**src/rtl/psram_pkg.sv**
```systemverilog
package psram_pkg;

   typedef enum logic [2:0] {
      ST_IDLE,
      ST_SETUP,
      ST_RD_ACC,
      ST_WR_PULSE,
      ST_WR_END,
      ST_GAP
   } psram_state_e;

   // interval in ps -> whole clocks, rounded up, never below floor_clks
   function automatic int unsigned clks_for(input int unsigned t_ps,
                                            input int unsigned clk_ps,
                                            input int unsigned floor_clks);
      int unsigned n;
      n = (t_ps + clk_ps - 1) / clk_ps;
      return (n < floor_clks) ? floor_clks : n;
   endfunction

   function automatic int unsigned umax(input int unsigned a, input int unsigned b);
      return (a > b) ? a : b;
   endfunction

endpackage

```
**src/rtl/psram_phase_timer.sv**
```systemverilog
module psram_phase_timer #(
   parameter int unsigned CNT_W = 4
) (
   input  logic             clk,
   input  logic             rst,
   input  logic             load,
   input  logic [CNT_W-1:0] load_val,
   output logic             last
);

   logic [CNT_W-1:0] cnt;

   always_ff @(posedge clk) begin
      if (rst)
         cnt <= '0;
      else if (load)
         cnt <= load_val;
      else if (cnt != '0)
         cnt <= cnt - 1'b1;
   end

   assign last = (cnt == '0);

endmodule

```
**src/rtl/psram_pin_decode.sv**
```systemverilog
module psram_pin_decode
   import psram_pkg::*;
#(
   parameter int unsigned END_ON_ENABLE = 1
) (
   input  psram_state_e state,
   input  logic         is_wr,
   output logic         sel,
   output logic         oe_act,
   output logic         we_act,
   output logic         drive
);

   generate
      if (END_ON_ENABLE != 0) begin : g_end_on_enable
         // enables drop first, write enable is still low in the end clock
         assign sel    = (state == ST_RD_ACC) || (state == ST_WR_PULSE);
         assign we_act = (state == ST_WR_PULSE) || (state == ST_WR_END);
      end else begin : g_end_on_we
         // write enable rises first, enables are still active in the end clock
         assign sel    = (state == ST_RD_ACC) || (state == ST_WR_PULSE) ||
                         (state == ST_WR_END);
         assign we_act = (state == ST_WR_PULSE);
      end
   endgenerate

   assign oe_act = (state == ST_RD_ACC);
   assign drive  = ((state == ST_SETUP) && is_wr) ||
                   (state == ST_WR_PULSE) || (state == ST_WR_END);

endmodule

```
**src/rtl/psram_ctrl.sv**
```systemverilog
module psram_ctrl
   import psram_pkg::*;
#(
   parameter int unsigned ADDR_W          = 18,
   parameter int unsigned DATA_W          = 8,
   parameter int unsigned CLK_PS          = 4000,
   parameter int unsigned T_RC_PS         = 55000,
   parameter int unsigned T_WC_PS         = 55000,
   parameter int unsigned T_HZ_PS         = 25000,
   parameter int unsigned T_DS_PS         = 25000,
   parameter int unsigned ADDR_SETUP_CLKS = 1,
   parameter int unsigned MIN_DESEL_CLKS  = 1,
   parameter int unsigned END_ON_ENABLE   = 1
) (
   input  logic              clk,
   input  logic              rst,
   input  logic              req_valid,
   input  logic              req_write,
   input  logic [ADDR_W-1:0] req_addr,
   input  logic [DATA_W-1:0] req_wdata,
   output logic              ready,
   output logic              ack,
   output logic [DATA_W-1:0] rdata,
   output logic [ADDR_W-1:0] mem_addr,
   output logic              mem_ce1_n,
   output logic              mem_ce2,
   output logic              mem_oe_n,
   output logic              mem_we_n,
   output logic [DATA_W-1:0] mem_dq_o,
   output logic              mem_dq_oe,
   input  logic [DATA_W-1:0] mem_dq_i
);

   localparam int unsigned RD_CLKS   = clks_for(T_RC_PS, CLK_PS, 1);
   localparam int unsigned WR_CLKS   = clks_for(T_WC_PS, CLK_PS, 1);
   localparam int unsigned GAP_RD    = umax(clks_for(T_HZ_PS, CLK_PS, 1), MIN_DESEL_CLKS);
   localparam int unsigned GAP_WR    = umax(MIN_DESEL_CLKS, 1);
   localparam int unsigned MAX_CLKS  = umax(umax(RD_CLKS, WR_CLKS),
                                            umax(umax(GAP_RD, GAP_WR), ADDR_SETUP_CLKS));
   localparam int unsigned CNT_W     = (MAX_CLKS > 1) ? $clog2(MAX_CLKS) : 1;

   localparam logic [CNT_W-1:0] LV_SETUP = CNT_W'(ADDR_SETUP_CLKS - 1);
   localparam logic [CNT_W-1:0] LV_RD    = CNT_W'(RD_CLKS - 1);
   localparam logic [CNT_W-1:0] LV_WR    = CNT_W'(WR_CLKS - 1);
   localparam logic [CNT_W-1:0] LV_GRD   = CNT_W'(GAP_RD - 1);
   localparam logic [CNT_W-1:0] LV_GWR   = CNT_W'(GAP_WR - 1);

   generate
      if (ADDR_W < 1 || DATA_W < 1) begin : g_bad_width
         $error("psram_ctrl: address and data widths must be at least 1");
      end
      if (CLK_PS == 0) begin : g_bad_clk
         $error("psram_ctrl: CLK_PS must be non-zero");
      end
      if (ADDR_SETUP_CLKS < 1) begin : g_bad_setup
         $error("psram_ctrl: ADDR_SETUP_CLKS must be at least 1");
      end
      if (WR_CLKS * CLK_PS < T_DS_PS) begin : g_bad_ds
         $error("psram_ctrl: write phase shorter than data setup time");
      end
   endgenerate

   psram_state_e      state, state_nxt;
   logic              is_wr;
   logic [ADDR_W-1:0] addr_q;
   logic [DATA_W-1:0] wdata_q;
   logic              tmr_load, tmr_last;
   logic [CNT_W-1:0]  tmr_val;
   logic              accept, capture, ack_set;
   logic              sel, oe_act, we_act, drive;

   psram_phase_timer #(.CNT_W(CNT_W)) u_timer (
      .clk      (clk),
      .rst      (rst),
      .load     (tmr_load),
      .load_val (tmr_val),
      .last     (tmr_last)
   );

   always_comb begin
      state_nxt = state;
      tmr_load  = 1'b0;
      tmr_val   = '0;
      accept    = 1'b0;
      capture   = 1'b0;
      ack_set   = 1'b0;
      case (state)
         ST_IDLE: begin
            if (req_valid) begin
               state_nxt = ST_SETUP;
               tmr_load  = 1'b1;
               tmr_val   = LV_SETUP;
               accept    = 1'b1;
            end
         end
         ST_SETUP: begin
            if (tmr_last) begin
               state_nxt = is_wr ? ST_WR_PULSE : ST_RD_ACC;
               tmr_load  = 1'b1;
               tmr_val   = is_wr ? LV_WR : LV_RD;
            end
         end
         ST_RD_ACC: begin
            if (tmr_last) begin
               state_nxt = ST_GAP;
               tmr_load  = 1'b1;
               tmr_val   = LV_GRD;
               capture   = 1'b1;
               ack_set   = 1'b1;
            end
         end
         ST_WR_PULSE: begin
            if (tmr_last) begin
               state_nxt = ST_WR_END;
               tmr_load  = 1'b1;
               tmr_val   = '0;
            end
         end
         ST_WR_END: begin
            state_nxt = ST_GAP;
            tmr_load  = 1'b1;
            tmr_val   = LV_GWR;
            ack_set   = 1'b1;
         end
         ST_GAP: begin
            if (tmr_last)
               state_nxt = ST_IDLE;
         end
         default: state_nxt = ST_IDLE;
      endcase
   end

   always_ff @(posedge clk) begin
      if (rst) begin
         state   <= ST_IDLE;
         is_wr   <= 1'b0;
         addr_q  <= '0;
         wdata_q <= '0;
         rdata   <= '0;
         ack     <= 1'b0;
      end else begin
         state <= state_nxt;
         ack   <= ack_set;
         if (accept) begin
            is_wr   <= req_write;
            addr_q  <= req_addr;
            wdata_q <= req_wdata;
         end
         if (capture)
            rdata <= mem_dq_i;
      end
   end

   psram_pin_decode #(.END_ON_ENABLE(END_ON_ENABLE)) u_pins (
      .state  (state),
      .is_wr  (is_wr),
      .sel    (sel),
      .oe_act (oe_act),
      .we_act (we_act),
      .drive  (drive)
   );

   assign ready     = (state == ST_IDLE);
   assign mem_addr  = addr_q;
   assign mem_ce1_n = ~sel;
   assign mem_ce2   = sel;
   assign mem_oe_n  = ~oe_act;
   assign mem_we_n  = ~we_act;
   assign mem_dq_o  = wdata_q;
   assign mem_dq_oe = drive;

endmodule

```
**config.mk**
```make
export PLATFORM = sky130hd
export DESIGN_NAME = psram_ctrl
export DESIGN_NICKNAME = d
export VERILOG_FILES = /design/src/rtl/psram_pkg.sv /design/src/rtl/psram_phase_timer.sv /design/src/rtl/psram_pin_decode.sv /design/src/rtl/psram_ctrl.sv
export SDC_FILE = /design/constraint.sdc
export NUM_CORES = 1
export LEC_CHECK = 0
export BUFFER_PORTS_ARGS = -buffer_cell sky130_fd_sc_hd__buf_2
export CAP_MARGIN = 40
export CORE_UTILIZATION = 49
export CTS_CLUSTER_SIZE = 10
export DETAILED_ROUTE_END_ITERATION = 16
export HOLD_SLACK_MARGIN = 0.05
export PLACE_DENSITY = 0.82
export SKIP_LAST_GASP = 1
export SYNTH_ARGS = -nofsm -noshare
export SYNTH_HDL_FRONTEND = slang
export SYNTH_SLANG_ARGS = --single-unit
```
**constraint.sdc**
```tcl
create_clock -name clk -period 3.85 [get_ports clk]
set_input_delay 0.5775 -clock clk [delete_from_list [all_inputs] [get_ports clk]]
set_output_delay 0.5775 -clock clk [all_outputs]
set_load 0.03 [all_outputs]
```
==> metrics.md, run 1 <==
| Metric | Value |
|---|---|
| Status | complete, no violations |
| Detail Placement HPWL | 2.53 mm |
| Ys async rst share | 0% |
| ANT cells | 0 |
| Clock Skew | 0.00897 ns |
| Die footprint | 3850 um^2 |
| P per Cell Area | 690 nW/um^2 |
| HP Class | in2reg |
| Critical path arrival | 1.68 ns |
| P&R area growth vs syn | 24.2% |
| Post-CTS setup repair buffer count | 0 |
| Layout Nets | around 320 |
| Post-synth EDFFs | 0 |
| Worst-path clk slew | about 0.12 ns |
| # rows | 21 |
| Post-synth top cells | 62 x nand2_1, 43 x dfxtp_1, 32 x a21oi_1, 12 x nor2_1, 8 x mux2i_1 |
| Placer congestion estimate | roughly 0.79 |
| Pin count of the biggest net entering global routing | 47 |
| Cts bufs inserted | 5 |
| CP max FO | 13 |
| Worst Setup End Kind | output port |
| Final setup fails | 0 |
| # DRC | 0 |
| Final worst slack | 1.60 ns |
| Highest metal used | met4 |
| Post-cts sizing count | 0 |
| DRT met1 WL | 1.70 mm |
| Fin crit period | roughly 2.3 ns |
| Slew @ Worst Pin | about 0.82 ns |
| Gate power share | 45.7% |
| Yosys cell types | 37 |
| FF-to-FF Start | u_timer.cnt[0] |
| Required time worst endpoint | 3.27 ns |
| Post-Syn Instances | 212 |
| Critical Path Start Type | flip-flop |
| P_sw | 0.000667 W |
| Crit path to | mem_we_n |
| Width of the die | 62.0 um |
| Crit path kind | reg2out |
| Main synth FF type | dfxtp_1 |
| Number of global-route vias before repair | 1,265 |
| Crit path depth | 3 |
| Bufs and invs on worst path | 1 |
| Max VDD drop | 0.358 mV |
| Pre-Repair DR Iteration Count | 6 |
| Die extent in y | between 60 and 70 um |
| Cell family with most CP delay | flip-flops |
| Relative slew slack | between 40% and 50% |
| Slowest library cell on the worst path | dfxtp_1 |
| DRT iter0 DRCs | 96 |
| Congestion Overflow GR | 0 |
| Synthesized flop and latch total | 43 |
| Hold buffer count at CTS | 0 |
| First-pass GRT wire length | 5.42 mm |
| MaxCap Viol Count | 0 |
| Yosys synthesis warning count | 0 |
| Initial antenna violation count | 0 |
| Cell Chain, Critical Path | and2b_1 -> a22oi_1 -> buf_2 |
| Total track usage | approximately a fifth |
| Hold Vio Cnt, Final | 0 |
| Min-delay src | req_wdata[4] |
| Post-DR vias/cell | 4.93 |
| Post-DRT Antenna Nets | 0 |
| Layout cell share with drive strength beyond 1 | around 32% |
| Vias | 1,626 |
| Syn Std Cell Area | 1770 um^2 |
| Setup TNS | 0 ns |
| Core Box Area | 3390 um^2 |
| Clk root buf | clkbuf_4 |
| Reg-to-Reg End | rdata[1] |
| Critical path origin | state[2] |
| Total internal power | 0.000848 W |
| Routed WL per cell | approximately 11 um |
| Yosys top cell area share | 48.7% |
| Io pins | 79 |
| Num Clock Sinks | 43 |
| Leakage power | 1.07 nW |
| R2R Setup Slk | 2.00 ns |
| H-Tree Depth | 2 |
| WL final | 3.65 mm |
| Reg2Reg Depth | 6 |
| Met3 WL post-DR | 265 um |
| Routed wl met2 | 1.64 mm |
| Clock network power share | 14.0% |
| Avg Inst Size Synth | 8.33 um^2 |
| CP max stage delay | 0.60 ns |
| RSZ-0062 raised after global routing | no |
| Core Util, Final | 64.7% |
| Sw frac | between 40 and 50% |
| Seq pwr share | around two fifths |
| Seq/Total Area, Yosys | 48.7% |
| Starting Density | 52.1% |
| Top area cells in the synthesized netlist | dfxtp_1 49%, nand2_1 13%, a21oi_1 9.1%, mux2i_1 4.5%, nor2_1 2.5% |
| Clk Latency, worst-skew pair | 0.35 ns |
| IO Port Bufs | between 70 and 80 |
| Synth area leader | dfxtp_1 |
| Fmax | approximately 0.44 GHz |
| WHS Path Cells | 3 |
| Period utilization | 58.6% |
| Count leader, synth | nand2_1 |
| Max Slew Vio Count | 0 |
| Post-synth net total | 251 |
| Worst slack, placed | approximately 2 ns |
| CTS tree | built |
| Max clock buf depth | 2 |
-- cell usage in the layout, fill, tap and decap left out, types with 2 or more instances in the layout --
cell type,n
clkbuf_4,5
nor2_1,12
mux2i_1,8
inv_1,5
o22ai_1,2
nor2b_1,2
a21oi_1,32
a211oi_1,2
buf_2,78
o21ai_0,3
nand2b_1,2
dfxtp_1,43
nand2_1,62
a21o_1,2
-- layer usage --
layer  vias up  GRT usage (%)
met4         0           6.67
met2        56           31.5
met5         -              0
met1       718           22.9
met3         6           9.52
li1        846              -
-- cells by family (layout without fill, tap and decap cells) --
kind of cell,Yosys count,after routing,synth area share (%)
simple gates,88,88,22.0
compound gates,51,51,17.3
flops,43,43,48.7
buf+inv,21,93,6.73
mux,8,8,4.53
fa+ha+maj,1,1,0.708
-- area by class of cell --
cell class,count,area (um^2)
flip-flops and latches,43,861
fillers,317,1190
well taps,46,57.6
inverters,5,18.8
clock buffers,6,41.3
repair buffers,80,417
multi-input cells,148,787
clock inverters,2,12.5
-- sequential cells by signal, indices dropped and copies added, names as in the netlist --
register     flops
ack              1
is_wr            1
mem_addr        18
mem_dq_o         8
rdata            8
state            3
u_timer.cnt      4
-- worst register-to-register path: cells and delay by family, from the launching register on --
family / cells / cell delay (ns)
adder cells (fa/ha/maj): 1 / 0.21
flip-flops: 1 / 0.37
AND/OR/NAND/NOR: 3 / 0.82
multiplexers: 1 / 0.25
buffers and inverters: 1 / 0.07
-- power by group through the flow --
stage	combinational, W	clock, W	sequential (W)
after floorplan	0.000451	0	0.000714
after global placement	0.000664	0	0.000620
after detailed placement	0.000694	0	0.000622
after CTS	0.000696	0.000218	0.000612
after global routing	0.000753	0.000243	0.000629
final	0.000692	0.000211	0.000612
-- per-stage QoR --
step / power (W) / hold slack [ns] / area, um^2 / instances
final: 0.00151 / 0.447 / 2190 / 330
after global routing: 0.00163 / 0.404 / 2190 / 330
after CTS: 0.00153 / 0.439 / 2190 / 330
after detailed placement: 0.00132 / 0.443 / 2140 / 322
after global placement: 0.00128 / 0.439 / 2110 / 320
after floorplan: 0.00117 / 0.450 / 1770 / 212
-- worst min path at each step --
stage                   to  slack, ns
3_5_place_dp   mem_addr[2]       0.44
4_1_cts        mem_dq_o[7]       0.44
5_1_grt        mem_dq_o[2]       0.40
3_3_place_gp   mem_dq_o[3]       0.44
2_1_floorplan        is_wr       0.45
6_report       mem_dq_o[4]       0.45
No activity file was read; power rests on OpenSTA's default activity.
==> inputs of run 2 (changes only) <==
--- a/config.mk
+++ b/config.mk
@@ -5,13 +5,14 @@
 export SDC_FILE = /design/constraint.sdc
 export NUM_CORES = 1
 export LEC_CHECK = 0
+export ABC_AREA = 1
 export BUFFER_PORTS_ARGS = -buffer_cell sky130_fd_sc_hd__buf_2
 export CAP_MARGIN = 40
-export CORE_UTILIZATION = 49
+export CORE_UTILIZATION = 46
 export CTS_CLUSTER_SIZE = 10
 export DETAILED_ROUTE_END_ITERATION = 16
 export HOLD_SLACK_MARGIN = 0.05
-export PLACE_DENSITY = 0.82
+export PLACE_DENSITY = 0.77
 export SKIP_LAST_GASP = 1
 export SYNTH_ARGS = -nofsm -noshare
 export SYNTH_HDL_FRONTEND = slang
==> constraint.sdc (replaced) <==
create_clock -name clk -period 2.1 [get_ports clk]
set_input_delay 0.315 -clock clk [delete_from_list [all_inputs] [get_ports clk]]
set_output_delay 0.315 -clock clk [all_outputs]
set_load 0.03 [all_outputs]
==> metrics.md, run 2 <==
| Metric | Value |
|---|---|
| Status | complete, no violations |
| CP max stage delay | 0.33 ns (-0.27 ns) |
| Seq/Total Area, Yosys | 48.6% (-0.14 points) |
| Leakage power | 1.10 nW (+2.7%) |
| Clock Skew | 0.00223 ns (-0.00674 ns) |
| # DRC | 0 (unchanged) |
| Post-synth net total | 273 (+8.8%) |
| Post-CTS setup repair buffer count | 0 (unchanged) |
| Synthesized flop and latch total | 43 (unchanged) |
| Cts bufs inserted | 5 (unchanged) |
| Die extent in y | 64.1 um (+3.2%) |
| Cell Chain, Critical Path | inv_2 -> nand2_2 -> nor2_4 -> buf_4 -> buf_2 |
| P&R area growth vs syn | 26.2% |
| Clk Latency, worst-skew pair | 0.29 ns (-0.06 ns) |
| Vias | 1,751 (+7.7%) |
| Critical Path Start Type | flip-flop |
| # rows | 22 (+4.8%) |
| Layout Nets | 349 (+8.4%) |
| HP Class | in2reg |
| Max Slew Vio Count | 0 (unchanged) |
| Pre-Repair DR Iteration Count | 4 (-2) |
| DRT iter0 DRCs | 101 (+5.2%) |
| CTS tree | built |
| Slew @ Worst Pin | 0.498 ns (-0.321 ns) |
| Synth area leader | dfxtp_1 |
| Die footprint | 4100 um^2 (+6.6%) |
| Post-cts sizing count | 0 (unchanged) |
| # placed instances | 351 (+9.0%) |
| Post-Synth XOR/XNOR Area | 0.494% (+0.49 points) |
| Worst-path clk slew | 0.07 ns (-0.05 ns) |
| Required time worst endpoint | 1.78 ns (-1.49 ns) |
| Hold buffer count at CTS | 0 (unchanged) |
| Yosys cell types | 24 (-35%) |
| Post-route insts no fill | 359 (+8.8%) |
| Clk root buf | clkbuf_8 |
| Fmax | 0.594 GHz |
| Synth Area in Compound Gates | 12.9% (-4.4 points) |
| Bufs and invs on worst path | 3 (+2) |
| Io pins | 79 (unchanged) |
| Initial antenna violation count | 0 (unchanged) |
| Slowest library cell on the worst path | dfxtp_1 |
| Post-Syn Instances | 234 (+10%) |
| Commonest cells after routing, fill and taps aside | 78 x buf_2, 54 x nand2_1, 43 x dfxtp_1 |
| ANT cells | 0 (unchanged) |
| Post-synth EDFFs | 0 (unchanged) |
| Routed WL per cell | 11.3 um (+2.0%) |
| IO Port Bufs | 78 (unchanged) |
| P per Cell Area | 1400 nW/um^2 (+100%) |
| Core Box Area | 3690 um^2 (+8.8%) |
| Max FFs per register | 18 (unchanged) |
| Top area cells in the synthesized netlist | dfxtp_1 49%, nand2_1 11%, a21oi_1 9.6%, nand3_1 8.5%, nor2_1 5.3% |
| Fin crit period | 1.68 ns |
| Total track usage | 20.4% (+0.80 points) |
| Cell family with most CP delay | buffers and inverters |
| Core Util, Final | 60.6% (-4.1 points) |
| Yosys top cell area share | 48.6% (-0.14 points) |
| Width of the die | 64.1 um (+3.2%) |
| Max clock buf depth | 2 (unchanged) |
| Post-DP Area | 2150 um^2 (+0.64%) |
| Starting Density | 48.0% (-4.1 points) |
| Period utilization | between 80% and 90% |
| Adder-cell share of the synthesized area | 0.706% (-0.0020 points) |
| Final setup fails | 0 (unchanged) |
| Syn Std Cell Area | 1770 um^2 (+0.28%) |
| Max VDD drop | 0.711 mV (+99%) |
| Most common cell after layout, fill and taps aside | buf_2 |
| Relative slew slack | 66.7% (+21 points) |
| Finished Cell Area | 2240 um^2 (+1.9%) |
| Largest family of logic cells by synthesized area | simple AND/OR/NAND/NOR gates |
| Post-DR vias/cell | 4.88 (-1.0%) |
| Congestion Overflow GR | 0 (unchanged) |
| Hold Vio Cnt, Final | 0 (unchanged) |
| Ys async rst share | 0% (unchanged) |
| Setup TNS | 0 ns (unchanged) |
| Post-synth top cells | 54 x nand2_1, 43 x dfxtp_1, 34 x a21oi_1, 30 x nand3_1, 25 x nor2_1 |
| Main synth FF type | dfxtp_1 |
| Yosys synthesis warning count | 0 (unchanged) |
| Number of global-route vias before repair | 1,563 (+24%) |
| Post-DRT Antenna Nets | 0 (unchanged) |
| MaxCap Viol Count | 0 (unchanged) |
| Post-Synth Simple-Gate Area | 28.9% (+6.9 points) |
| Num Clock Sinks | 43 (unchanged) |
| First-pass GRT wire length | 6.53 mm (+20%) |
| Crit path kind | reg2out |
| WL final | 4.05 mm (+11%) |
| Worst Setup End Kind | output port |
| Layout cell share with drive strength beyond 1 | 31.8% (-0.56 points) |
| Placer congestion estimate | 0.890 (+13%) |
| Pin count of the biggest net entering global routing | 28 (-40%) |
| CP max FO | 13 (unchanged) |
| Final worst slack | 0.415 ns (-1.18 ns) |
| Critical path arrival | 1.37 ns (-0.31 ns) |
| Count leader, synth | nand2_1 |
| Worst slack, placed | 0.621 ns (-1.38 ns) |
| H-Tree Depth | 2 (unchanged) |
| Mux share of post-synthesis cell area | 0% (-4.5 points) |
| Detail Placement HPWL | 2.91 mm (+15%) |
| RSZ-0062 raised after global routing | no |
| Avg Inst Size Synth | 7.57 um^2 (-9.1%) |
-- run 2: area by class of cell --
class | count | area (um^2)
Fill cell | 379 | 1450
Timing Repair Buffer | 82 | 420
Sequential cell | 43 | 861
Inverter | 14 | 52.6
Tap cell | 48 | 60.1
Multi-Input combinational cell | 164 | 761
Clock buffer | 7 | 76.3
Clock inverter | 1 | 5.00
-- run 2: report_power, final --
part / internal (W) / switching [W]
Clock: 0.000233 / 0.000262
Sequential: 0.00100 / 0.000104
Combinational: 0.000469 / 0.00106
Total: 0.00171 / 0.00143
-- run 2: cell families after synthesis --
logic type                 Yosys count
and+or+nand+nor                    117
AOI/OAI and AO/OA                   45
DFF                                 43
buffers and inverters               27
xor gates and xnor gates             1
adders and majority gates            1
-- run 2: worst paths after layout --
check | from | slack (ns) | cells past startpoint | to
worst max register to register | u_timer.cnt[0] | 0.59 | 6 | rdata[7]
worst min-delay path | mem_dq_i[1] | 0.28 | 3 | rdata[1]
worst min register to register | mem_addr[16] | 0.46 | 2 | mem_addr[16]
worst max-delay path | state[0] | 0.42 | 5 | ready
-- run 2: through the flow --
stage	hold slack, ns	total power, W
2_1_floorplan	0.439	0.00237
3_3_place_gp	0.444	0.00264
3_5_place_dp	0.451	0.00266
4_1_cts	0.273	0.00316
5_1_grt	0.284	0.00336
6_report	0.277	0.00314
-- run 2: worst reg2reg max path, stage by stage, from the launching register on --
cell	delay, ns
dfxtp_1	0.31
inv_1	0.11
ha_1	0.29
nand4_2	0.32
inv_2	0.24
nor2_1	0.06
nor2_1	0.12
-- run 2: layer usage --
metal / vias up / routed length (um) / GRT usage, %
met5: - / 0 / 0
met2: 54 / 1900 / 35.8
met3: 4 / 222 / 4.82
li1: 910 / - / -
met4: 0 / 34 / 8.81
met1: 783 / 1890 / 23.5
==> inputs of run 3 (changes only) <==
--- a/config.mk
+++ b/config.mk
@@ -8,11 +8,11 @@
 export ABC_AREA = 1
 export BUFFER_PORTS_ARGS = -buffer_cell sky130_fd_sc_hd__buf_2
 export CAP_MARGIN = 40
-export CORE_UTILIZATION = 46
+export CORE_UTILIZATION = 42
 export CTS_CLUSTER_SIZE = 10
 export DETAILED_ROUTE_END_ITERATION = 16
 export HOLD_SLACK_MARGIN = 0.05
-export PLACE_DENSITY = 0.77
+export PLACE_DENSITY = 0.74
 export SKIP_LAST_GASP = 1
 export SYNTH_ARGS = -nofsm -noshare
 export SYNTH_HDL_FRONTEND = slang
==> constraint.sdc (replaced) <==
create_clock -name clk -period 1.5 [get_ports clk]
set_input_delay 0.225 -clock clk [delete_from_list [all_inputs] [get_ports clk]]
set_output_delay 0.225 -clock clk [all_outputs]
set_load 0.03 [all_outputs]
==> metrics.md, run 3 (synthesis results as in run 2) <==
| Metric | Value |
|---|---|
| Hold Vio Cnt, Final | 0 (unchanged) |
| Crit path kind | reg2out |
| CP max FO | 4 (-9) |
| Post-route insts no fill | 366 (+1.9%) |
| Layout cell share with drive strength beyond 1 | 35.1% (+3.3 points) |
| Width of the die | 67.0 um (+4.5%) |
| IO Port Bufs | 78 (unchanged) |
| H-Tree Depth | 2 (unchanged) |
| Congestion Overflow GR | 0 (unchanged) |
| Fin crit period | 1.48 ns |
| Layout Nets | 354 (+1.4%) |
| Clock Skew | 0.00690 ns (+0.00467 ns) |
| WL final | 4.19 mm (+3.6%) |
| ANT cells | 0 (unchanged) |
| P per Cell Area | 2020 nW/um^2 (+44%) |
| Starting Density | 44.0% (-4.1 points) |
| Max Slew Vio Count | 0 (unchanged) |
| Routed WL per cell | 11.5 um (+1.6%) |
| Worst-path clk slew | 0.08 ns (about the same) |
| DRT iter0 DRCs | 34 (-66%) |
| Relative slew slack | 66.5% (-0.13 points) |
| Pin count of the biggest net entering global routing | 28 (unchanged) |
| Fmax | 0.676 GHz |
| MaxCap Viol Count | 0 (unchanged) |
| HP Class | in2reg |
| Most common cell after layout, fill and taps aside | buf_2 |
| Status | complete, no violations |
| Die footprint | 4480 um^2 (+9.2%) |
| Pre-Repair DR Iteration Count | 4 (unchanged) |
| Post-DR vias/cell | 4.84 (-0.85%) |
| Core Util, Final | 57.5% (-3.2 points) |
| Slew @ Worst Pin | 0.500 ns (+0.00191 ns) |
| CTS tree | built |
| Vias | 1,770 (+1.1%) |
| Io pins | 79 (unchanged) |
| Total track usage | 19.3% (-1.1 points) |
| RSZ-0062 raised after global routing | yes |
| Final setup fails | 0 (unchanged) |
| Core Box Area | 4030 um^2 (+9.2%) |
| Hold buffer count at CTS | 0 (unchanged) |
| Max FFs per register | 18 (unchanged) |
| Critical path arrival | 1.25 ns (-0.12 ns) |
| Max clock buf depth | 2 (unchanged) |
| Period utilization | 98.6% |
| Detail Placement HPWL | 2.95 mm (+1.5%) |
| Post-DRT Antenna Nets | 0 (unchanged) |
| Initial antenna violation count | 0 (unchanged) |
| Required time worst endpoint | 1.27 ns (-0.51 ns) |
| Setup TNS | 0 ns (unchanged) |
| Number of global-route vias before repair | 1,563 (unchanged) |
| Die extent in y | 67.0 um (+4.5%) |
| Worst slack, placed | 0.0688 ns (-0.553 ns) |
| P&R area growth vs syn | 30.6% |
| Commonest cells after routing, fill and taps aside | 75 x buf_2, 53 x nand2_1, 40 x dfxtp_1 |
| Clk root buf | clkbuf_8 |
| Worst Setup End Kind | output port |
| Max VDD drop | 0.848 mV (+19%) |
| Clk Latency, worst-skew pair | 0.30 ns (about the same) |
| # placed instances | 353 (+0.57%) |
| First-pass GRT wire length | 6.58 mm (+0.74%) |
| Num Clock Sinks | 43 (unchanged) |
| Tot Pwr | 0.00467 W (+49%) |
| Placer congestion estimate | 0.833 (-6.5%) |
| Final worst slack | 0.0206 ns (-0.395 ns) |
| Leakage power | 1.13 nW (+2.9%) |
| Cts bufs inserted | 5 (unchanged) |
| # rows | 23 (+4.5%) |
| # DRC | 0 (unchanged) |
| Critical Path Start Type | flip-flop |
-- run 3: timing repair --
item | in CTS | in global routing
endpoints found under the hold margin | 0 | 0
pin swaps | 0 | 1
resized for setup | 8 | 6
setup endpoints to repair | 3 | 13
setup buffers | 1 | 4
-- run 3: layer usage --
metal / vias to the layer above / GRT usage, % / share of wire [%]
met5: - / 0 / 0
met4: 0 / 9.57 / 1.8
met3: 8 / 4.45 / 5.9
met2: 57 / 32.3 / 47
met1: 782 / 22.9 / 45
li1: 923 / - / -
-- run 3: area by class of cell --
cell class	instances	area [um^2]
multi-input cells	164	772
fillers	388	1710
flip-flops and latches	43	865
clock buffers	6	72.6
clock inverters	2	12.5
inverters	14	57.6
repair buffers	87	473
well taps	50	62.6
-- run 3: where the power goes --
group	switching, W	internal (W)
registers	0.000156	0.00141
logic	0.00155	0.000833
clock network	0.000385	0.000325
total	0.00210	0.00257
-- run 3: worst max-delay path: stages, from the launching register on --
cell and delay, ns:
dfxtp_2 0.36, buf_4 0.12, nand2_2 0.07, o21a_2 0.21, nand2_1 0.05, buf_4 0.15
-- run 3: worst paths after layout --
kind | to | slack (ns) | from | cells past startpoint
max | mem_dq_oe | 0.02 | state[1] | 5
min | rdata[3] | 0.18 | mem_dq_i[3] | 3
max reg2reg | rdata[5] | 0.08 | u_timer.cnt[0] | 6
min reg2reg | mem_addr[16] | 0.46 | mem_addr[16] | 2
-- run 3: through the flow --
| stage | cell area, um^2 | hold slack (ns) |
|---|---|---|
| after detailed placement | 2160 | 0.449 |
| after floorplan | 1770 | 0.378 |
| after CTS | 2270 | 0.179 |
| after global placement | 2160 | 0.446 |
| after global routing | 2310 | 0.193 |
| final | 2310 | 0.177 |
